==> src/rtl/atm_tx_pkg.sv <==
package atm_tx_pkg;

  // Position of the next stored byte to load, jumping over the skipped one
  // when the short cell format is active.
  function automatic int unsigned step_pos(input int unsigned cur,
                                           input logic full_cell,
                                           input int unsigned skip);
    if (!full_cell && (cur + 1 == skip))
      return cur + 2;
    return cur + 1;
  endfunction

  // Word that holds a stored byte position.
  function automatic int unsigned word_of(input int unsigned bpos);
    return bpos / 2;
  endfunction

  // Even positions take the upper half of a word.
  function automatic logic upper_half(input int unsigned bpos);
    return (bpos % 2) == 0;
  endfunction

endpackage

==> src/rtl/atm_tx_seq.sv <==
module atm_tx_seq #(
  parameter int CELL_BYTES = 54,
  parameter int SKIP_POS   = 5,
  parameter int IDX_W      = 5,
  parameter int POS_W      = 6
) (
  input  logic             clk,
  input  logic             rst,
  input  logic             full_cell,
  input  logic             phy_space,
  input  logic             usr_ready,
  output logic             active,
  output logic [POS_W-1:0] pos,
  output logic             rd_en,
  output logic [IDX_W-1:0] rd_idx,
  output logic             last_load,
  output logic             cell_go
);
  import atm_tx_pkg::*;

  localparam logic [POS_W-1:0] LAST_POS = POS_W'(CELL_BYTES - 1);

  logic [POS_W-1:0] nxt_pos;
  logic             at_boundary;

  always_comb begin
    last_load   = active && (pos == LAST_POS);
    at_boundary = !active || last_load;
    cell_go     = at_boundary && phy_space && usr_ready;
    nxt_pos     = POS_W'(step_pos(int'(pos), full_cell, SKIP_POS));
    if (at_boundary) begin
      rd_en  = cell_go;
      rd_idx = '0;
    end else begin
      rd_en  = upper_half(int'(nxt_pos));
      rd_idx = IDX_W'(word_of(int'(nxt_pos)));
    end
  end

  always_ff @(posedge clk) begin
    if (rst) begin
      active <= 1'b0;
      pos    <= '0;
    end else if (at_boundary) begin
      active <= cell_go;
      pos    <= '0;
    end else begin
      pos <= nxt_pos;
    end
  end

endmodule

==> src/rtl/atm_tx_ser.sv <==
module atm_tx_ser #(
  parameter int BYTE_W = 8,
  parameter int POS_W  = 6
) (
  input  logic                clk,
  input  logic                rst,
  input  logic                active,
  input  logic [POS_W-1:0]    pos,
  input  logic [2*BYTE_W-1:0] word_in,
  output logic                txen_n,
  output logic                soc,
  output logic [BYTE_W-1:0]   data
);
  import atm_tx_pkg::*;

  logic [BYTE_W-1:0] low_hold;
  logic              take_upper;

  assign take_upper = upper_half(int'(pos));

  always_ff @(posedge clk) begin
    if (rst) begin
      txen_n   <= 1'b1;
      soc      <= 1'b0;
      data     <= '0;
      low_hold <= '0;
    end else if (active) begin
      txen_n <= 1'b0;
      soc    <= (pos == '0);
      if (take_upper) begin
        data     <= word_in[2*BYTE_W-1:BYTE_W];
        low_hold <= word_in[BYTE_W-1:0];
      end else begin
        data <= low_hold;
      end
    end else begin
      txen_n <= 1'b1;
      soc    <= 1'b0;
    end
  end

endmodule

==> src/rtl/atm_tx_link.sv <==
module atm_tx_link #(
  parameter int CELL_BYTES = 54,
  parameter int SKIP_POS   = 5,
  parameter int BYTE_W     = 8,
  parameter int IDX_W      = 5
) (
  input  logic                clk,
  input  logic                rst,
  input  logic                cell_size54,
  input  logic                phy_space,
  output logic                phy_txen_n,
  output logic                phy_soc,
  output logic [BYTE_W-1:0]   phy_data,
  input  logic                usr_ready,
  output logic                usr_rd_en,
  output logic [IDX_W-1:0]    usr_rd_idx,
  input  logic [2*BYTE_W-1:0] usr_rd_data
);
  localparam int POS_W = $clog2(CELL_BYTES);

  logic             seq_active;
  logic [POS_W-1:0] seq_pos;
  logic             last_load;
  logic             cell_go;

  atm_tx_seq #(
    .CELL_BYTES(CELL_BYTES),
    .SKIP_POS  (SKIP_POS),
    .IDX_W     (IDX_W),
    .POS_W     (POS_W)
  ) u_seq (
    .clk      (clk),
    .rst      (rst),
    .full_cell(cell_size54),
    .phy_space(phy_space),
    .usr_ready(usr_ready),
    .active   (seq_active),
    .pos      (seq_pos),
    .rd_en    (usr_rd_en),
    .rd_idx   (usr_rd_idx),
    .last_load(last_load),
    .cell_go  (cell_go)
  );

  atm_tx_ser #(
    .BYTE_W(BYTE_W),
    .POS_W (POS_W)
  ) u_ser (
    .clk    (clk),
    .rst    (rst),
    .active (seq_active),
    .pos    (seq_pos),
    .word_in(usr_rd_data),
    .txen_n (phy_txen_n),
    .soc    (phy_soc),
    .data   (phy_data)
  );

endmodule

==> config.mk <==
export PLATFORM = sky130hd
export DESIGN_NAME = atm_tx_link
export DESIGN_NICKNAME = d
export VERILOG_FILES = /design/src/rtl/atm_tx_pkg.sv /design/src/rtl/atm_tx_seq.sv /design/src/rtl/atm_tx_ser.sv /design/src/rtl/atm_tx_link.sv
export SDC_FILE = /design/constraint.sdc
export NUM_CORES = 1
export LEC_CHECK = 0
export BUFFER_PORTS_ARGS = -buffer_cell sky130_fd_sc_hd__buf_2
export CAP_MARGIN = 30
export CORE_ASPECT_RATIO = 0.8
export CORE_MARGIN = 5
export CORE_UTILIZATION = 50
export CTS_BUF_LIST = sky130_fd_sc_hd__clkbuf_16
export DETAILED_ROUTE_END_ITERATION = 8
export PLACE_DENSITY_LB_ADDON = 0.1
export SYNTH_ARGS = -nofsm -noshare
export SYNTH_HDL_FRONTEND = slang
export SYNTH_SLANG_ARGS = --single-unit
==> constraint.sdc <==
create_clock -name clk -period 2.2 [get_ports clk]
set_input_delay 0.11 -clock clk [delete_from_list [all_inputs] [get_ports clk]]
set_output_delay 0.11 -clock clk [all_outputs]
set_load 0.05 [all_outputs]
==> results of run 1 <==
power groups by stage:
| stage | registers, mW | logic [mW] | clock network [mW] |
|---|---|---|---|
| 2_1_floorplan | 0.540 | 0.0754 | 0 |
| 3_3_place_gp | 0.496 | 0.170 | 0 |
| 3_5_place_dp | 0.497 | 0.172 | 0 |
| 4_1_cts | 0.487 | 0.174 | 0.401 |
| 5_1_grt | 0.489 | 0.189 | 0.422 |
| 6_report | 0.487 | 0.176 | 0.392 |
metrics by stage:
stage                     hold WS [ns]  cells
final                           0.0920    193
after global routing             0.109    193
after CTS                       0.0908    193
after detailed placement         0.356    189
after global placement           0.343    189
after floorplan                  0.257    129
final cells by class:
| class | instances | area share |
|---|---|---|
| Inverter | 4 | 0.00943 |
| Clock inverter | 1 | 0.00236 |
| Tap cell | 27 | 0.0212 |
| Sequential cell | 25 | 0.315 |
| Multi-Input combinational cell | 90 | 0.445 |
| Clock buffer | 3 | 0.0471 |
| Timing Repair Buffer | 43 | 0.160 |
worst min-delay path, delay by kind of cell:
kind | cells | cell delay, ns
simple gates | 1 | 0.07
buf+inv | 1 | 0.08
mux | 1 | 0.05
layer usage:
metal / part of all wire / vias up / global-route usage / wire length, microns
met3: 0.049 / 0 / 0.0472 / 133
met4: 0 / 0 / 0.0414 / 0
met2: 0.43 / 27 / 0.243 / 1170
met1: 0.52 / 477 / 0.212 / 1390
met5: 0 / - / 0 / 0
li1: - / 536 / - / -
what timing repair did:
action / CTS / global route
gates resized for setup: 4 / 9
endpoints found under the setup margin: 3 / 3
cloned: 0 / 0
pin swaps: 0 / 1
sequential cells by signal (all words and copies together) (netlist names):
register	flops
u_ser.data	8
u_ser.low_hold	8
u_seq.pos	6
u_seq.active	1
u_ser.soc	1
u_ser.txen_n	1
path summary, 6_finish.rpt:
kind                                     endpoint  cells after the start      startpoint
worst max register to register       u_seq.pos[2]                      6    u_seq.pos[1]
worst max-delay path                usr_rd_idx[2]                      7    u_seq.pos[1]
worst min-delay path            u_ser.low_hold[6]                      3  usr_rd_data[6]
worst min register to register       u_ser.txen_n                      1    u_seq.active
cell usage in the layout (no fill, tap or decap), drive strengths merged, types with 4 or more instances in the layout:
cell,count
xor2,4
nand2,4
buf,43
nor2,21
a211oi,10
dfxtp,25
ha,5
mux2i,16
inv,5
kinds of logic (layout without fill, tap and decap cells):
family | count (synthesis) | in the layout | synth area share
and+or+nand+nor | 37 | 37 | 0.147
AOI/OAI and AO/OA | 28 | 28 | 0.181
DFF | 25 | 25 | 0.404
muxes | 16 | 16 | 0.129
buffers and inverters | 14 | 51 | 0.0535
adders and majority gates | 5 | 5 | 0.0505
xor gates and xnor gates | 4 | 4 | 0.0344
==> results.json, run 1 <==
{
  "grt_overflow": 0,
  "critPathMostFrequentCell": "sky130_fd_sc_hd__buf_4",
  "postSynthCellCount": 129,
  "multi_input_area_sq_um": 708,
  "grt_first_pass_wirelength_microns": 4250,
  "number_of_enable_flip_flop_cells_after_synthesis": 0,
  "timing_worst_slew_pin_value_ns": 0.428,
  "path_cells": "buf_4 > ha_1 > a211o_1 > o21ai_4 > nand3_4 > a211oi_2 > buf_4",
  "fin_total_pwr_mw": 1.05,
  "layout_worst_path_cycle_share": 0.972,
  "critPathLaunchType": "flip-flop",
  "max_slew_margin": 0.714,
  "core_sq_um": 2400,
  "biggest_area_contributors_in_the_synthesized_netlist": "sky130_fd_sc_hd__dfxtp_1, sky130_fd_sc_hd__mux2i_1, sky130_fd_sc_hd__nor2_1",
  "synthArstFlopShare": 0,
  "vias_per_cell": 5.39,
  "cellLeakagePower_nw": 0.683,
  "post_synth_num_cell_types": 34,
  "post-cts-setup-buffers": 0,
  "max_freq_mhz": 468,
  "route.antenna.remaining_nets": 0,
  "tritoncts": "yes",
  "ff_latch_area_sq_um": 502,
  "number_of_buffers_and_inverters_on_the_critical_path": 2,
  "drive_gt1_frac": 0.337,
  "dpl_cell_area_sq_um": 1460,
  "chipHeight_microns": 54.5,
  "ctsLongestPathBuffers": 2,
  "place_ws_ns": 0.233,
  "floorplan.initialDensity": 0.516,
  "clock_tree_sinks": 25,
  "post-route-min-period_ns": 2.14,
  "synth_largest_area_cell": "sky130_fd_sc_hd__dfxtp_1",
  "first_global_vias": 946,
  "p_clk_frac": 0.371,
  "worst-path-max-fanout": 6,
  "power-per-cell-area_nw_per_um2": 662,
  "cp_required_ns": 2.09,
  "hold_violations": 0,
  "nFillCells": 217,
  "fin_nets": 193,
  "ffs_latches_synth": 25,
  "post_synth.cell_area_avg_sq_um": 9.60,
  "pwr-share-seq": 0.462,
  "finish.instance_area_sq_um": 1590,
  "postLayoutCoreUtil": 0.663,
  "routed_wl_microns": 2700,
  "critical_path.top_delay_family": "compound AO/OA/AOI/OAI gates",
  "cts_hold_buffers": 0,
  "hpwl_microns": 2050,
  "drt-wirelength-per-cell_microns": 14.0,
  "insertion_delay_ns": 0.25,
  "placement.io_buffers": 36,
  "drt_drc_violations_left": 0,
  "grt_use_total": 0.156,
  "outcome": "finished, final reports clean",
  "maxcap_violations": 0,
  "area_growth_synth_to_finish_pct": 28.6,
  "final.setup.worst_slack_ns": 0.0615,
  "min-delay-path-class": "primary input to flip-flop",
  "clk_pin_slew_worst_paths_ns": 0.06,
  "synth_most_common_cell": "sky130_fd_sc_hd__dfxtp_1",
  "cts_inserted_buffers": 3,
  "totalNegativeSetupSlack_ns": 0,
  "place.gp.congestion": 0.859,
  "synth.yosys.warnings": 0,
  "netlist_area_before_placement_sq_um": 1240,
  "die_outline_area_sq_um": 3580,
  "ys_top_cells_by_count": "sky130_fd_sc_hd__dfxtp_1, sky130_fd_sc_hd__nor2_1, sky130_fd_sc_hd__mux2i_1",
  "cp.arrival_ns": 2.03,
  "floorplan.die.width_microns": 65.7,
  "drt_iter0_drc": 57,
  "final-setup-viol-count": 0,
  "ys_dominant_reg_cell": "sky130_fd_sc_hd__dfxtp_1",
  "grt_antenna_before_repair": 0,
  "worst_path_max_delay_cell": "sky130_fd_sc_hd__a211o_1",
  "switching_share": 0.257,
  "seq_area_frac_synth": 0.404,
  "worst-r2r-setup-slack_ns": 0.51,
  "clock-root-buffer": "sky130_fd_sc_hd__clkbuf_16",
  "core.rowCount": 16,
  "share_of_the_synthesized_area_in_the_top_cell_type": 0.404,
  "ir_drop_mv": 0.509,
  "firstDrtPassIters": 4,
  "net-switching-power_uw": 271,
  "routed-via-count": 1040,
  "cp_slowest_stage_delay_ns": 0.33,
  "critical_path_type": "flip-flop to output pin",
  "top_level_ports": 37,
  "largest_net_degree_at_the_start_of_global_routing": 19,
  "timing.critical_path.to_type": "output pin",
  "fin_skew_ns": 0.00165,
  "synth.net_count": 155,
  "internal_power_uw": 783,
  "finalMaxSlewViolations": 0,
  "share_of_power_burned_in_combinational_logic": 0.167,
  "num_antenna_cells": 0,
  "h-tree-depth": 1
}
No activity file was read; power rests on OpenSTA's default activity.
==> run 2: changes to the inputs <==
--- a/config.mk
+++ b/config.mk
@@ -12,6 +12,7 @@
 export CORE_UTILIZATION = 50
 export CTS_BUF_LIST = sky130_fd_sc_hd__clkbuf_16
 export DETAILED_ROUTE_END_ITERATION = 8
+export MAX_ROUTING_LAYER = met4
 export PLACE_DENSITY_LB_ADDON = 0.1
 export SYNTH_ARGS = -nofsm -noshare
 export SYNTH_HDL_FRONTEND = slang
==> run 2 against run 1 <==
Cell count is 0.52% higher. Via count grew 2.9%. Clock power grew 2%.
==> results.json, run 2 (same netlist as run 1, synthesis figures left out) <==
{
  "clock-root-buffer": "sky130_fd_sc_hd__clkbuf_16",
  "drt_drc_violations_left": 0,
  "drt-wirelength-per-cell_microns": 14.2,
  "grt_use_total": 0.169,
  "worstHoldStart": "usr_rd_data[4]",
  "min-delay-path-class": "primary input to flip-flop",
  "hold_violations": 0,
  "critPathLaunchType": "flip-flop",
  "postLayoutCoreUtil": 0.662,
  "final.setup.worst_slack_ns": 0.0980,
  "core_sq_um": 2400,
  "cp_slowest_stage_delay_ns": 0.37,
  "cts_inserted_buffers": 3,
  "totalNegativeSetupSlack_ns": 0,
  "top_level_ports": 37,
  "fin_nets": 194,
  "clock_tree_sinks": 25,
  "drt_iter0_drc": 44,
  "final-setup-viol-count": 0,
  "floorplan.die.width_microns": 65.7,
  "grt_first_pass_wirelength_microns": 4420,
  "timing.hold.worst_endpoint": "u_ser.low_hold[4]",
  "firstDrtPassIters": 4,
  "finalMaxSlewViolations": 0,
  "cts_hold_buffers": 0,
  "num_antenna_cells": 0,
  "fin_total_pwr_mw": 1.06,
  "ir_drop_mv": 0.476,
  "final_cell_count_without_fillers": 194,
  "insertion_delay_ns": 0.25,
  "maxcap_violations": 0,
  "core.rowCount": 16,
  "layout_worst_path_cycle_share": 0.955,
  "final.hold.worst_slack_ns": 0.0901,
  "place.gp.congestion": 0.980,
  "worst_r2r_endpoint": "u_seq.pos[0]",
  "worst-path-max-fanout": 11,
  "largest_net_degree_at_the_start_of_global_routing": 19,
  "place_ws_ns": 0.187,
  "die_outline_area_sq_um": 3580,
  "grt_antenna_before_repair": 0,
  "routed_wl_microns": 2750,
  "area_growth_synth_to_finish_pct": 28.4,
  "hpwl_microns": 2100,
  "timing_worst_slew_pin_value_ns": 0.415,
  "timing.critical_path.to_type": "output pin",
  "cellLeakagePower_nw": 0.679,
  "placement.io_buffers": 36,
  "path_cells": "buf_8 > inv_1 > ha_1 > and4b_2 > a31o_1 > a31oi_2 > buf_4",
  "dpl_cell_area_sq_um": 1470,
  "finish.instance_area_sq_um": 1590,
  "nFillCells": 208,
  "routed-via-count": 1070,
  "vias_per_cell": 5.52,
  "floorplan.initialDensity": 0.516,
  "mostFrequentLayoutCells": "sky130_fd_sc_hd__buf_2, sky130_fd_sc_hd__nor2_1, sky130_fd_sc_hd__dfxtp_1, sky130_fd_sc_hd__mux2i_1, sky130_fd_sc_hd__buf_4",
  "fin_skew_ns": 0.00171,
  "worst_path_max_delay_cell": "sky130_fd_sc_hd__dfxtp_2",
  "power-per-cell-area_nw_per_um2": 667,
  "timing.rr.start": "u_seq.pos[0]",
  "first_global_vias": 949,
  "h-tree-depth": 1,
  "grt_overflow": 0,
  "max_freq_mhz": 476,
  "drive_gt1_frac": 0.365,
  "worstRegToRegCells": 6,
  "cp_required_ns": 2.09,
  "grt_setup_unrepaired": "no",
  "leading_cell_type_in_the_layout_fill_and_taps_excluded": "sky130_fd_sc_hd__buf_2",
  "tritoncts": "yes",
  "cp.arrival_ns": 1.99,
  "ctsLongestPathBuffers": 2,
  "dp.cells": 190,
  "hold-path-cell-count": 3,
  "post-route-min-period_ns": 2.10,
  "critical_path_type": "flip-flop to output pin",
  "max_slew_margin": 0.723,
  "layout_top_registers": "u_ser.data x8, u_ser.low_hold x8, u_seq.pos x6",
  "worst-r2r-setup-slack_ns": 0.57,
  "route.antenna.remaining_nets": 0,
  "outcome": "finished, final reports clean",
  "clk_pin_slew_worst_paths_ns": 0.06,
  "chipHeight_microns": 54.5
}
## run 2: changes by cell type in the layout (fill, tap and decap cells not counted), moves of 2 or more
cell,before,now
sky130_fd_sc_hd__dfxtp_1,24,21
sky130_fd_sc_hd__buf_6,2,0
sky130_fd_sc_hd__buf_4,7,10
sky130_fd_sc_hd__ha_1,5,3
sky130_fd_sc_hd__ha_2,0,2
sky130_fd_sc_hd__dfxtp_2,1,4
## run 2: layer usage
metal,track usage,up-vias,share of wire
li1,-,539,-
met1,0.233,499,0.48
met2,0.251,32,0.45
met3,0.0431,0,0.067
met4,0.0310,0,0
met5,-,-,0
## run 2: worst max-delay path by stage
stage / cells after the start / to / start
after detailed placement: 6 / usr_rd_idx[2] / u_seq.pos[1]
after floorplan: 6 / usr_rd_idx[0] / u_seq.pos[1]
after global routing: 7 / usr_rd_idx[0] / u_seq.pos[0]
after CTS: 6 / usr_rd_idx[2] / u_seq.pos[1]
final: 7 / usr_rd_en / u_seq.pos[0]
after global placement: 7 / usr_rd_idx[0] / u_seq.pos[0]
## run 2: power breakdown
part	internal, mW	leakage (nW)	switching, mW
clock	0.245	0.0409	0.154
sequential	0.476	0.206	0.0121
combinational	0.0642	0.432	0.111
## run 2: worst max-delay path: cells and delay by family (launching register included)
| family | cells | cell delay (ns) |
|---|---|---|
| AND/OR/NAND/NOR | 1 | 0.30 |
| adder cells (fa/ha/maj) | 1 | 0.20 |
| buffers and inverters | 3 | 0.46 |
| flip-flops | 1 | 0.37 |
| AO/OA/AOI/OAI | 2 | 0.41 |
## run 2: timing repair
action	4_1_cts	5_1_grt
hold endpoints to repair	0	0
endpoints found under the setup margin	4	5
resized for setup	5	9
pin swaps	0	2
buffers inserted	0	0
## run 2: cell type report
cell class | count | area [sq um] | share of cell area
multi-input cells | 90 | 701 | 0.441
clock buffers | 3 | 75.1 | 0.0472
repair buffers | 44 | 255 | 0.161
flip-flops and latches | 25 | 505 | 0.318
clock inverters | 1 | 5.00 | 0.00315
well taps | 27 | 33.8 | 0.0212
inverters | 4 | 15.0 | 0.00944
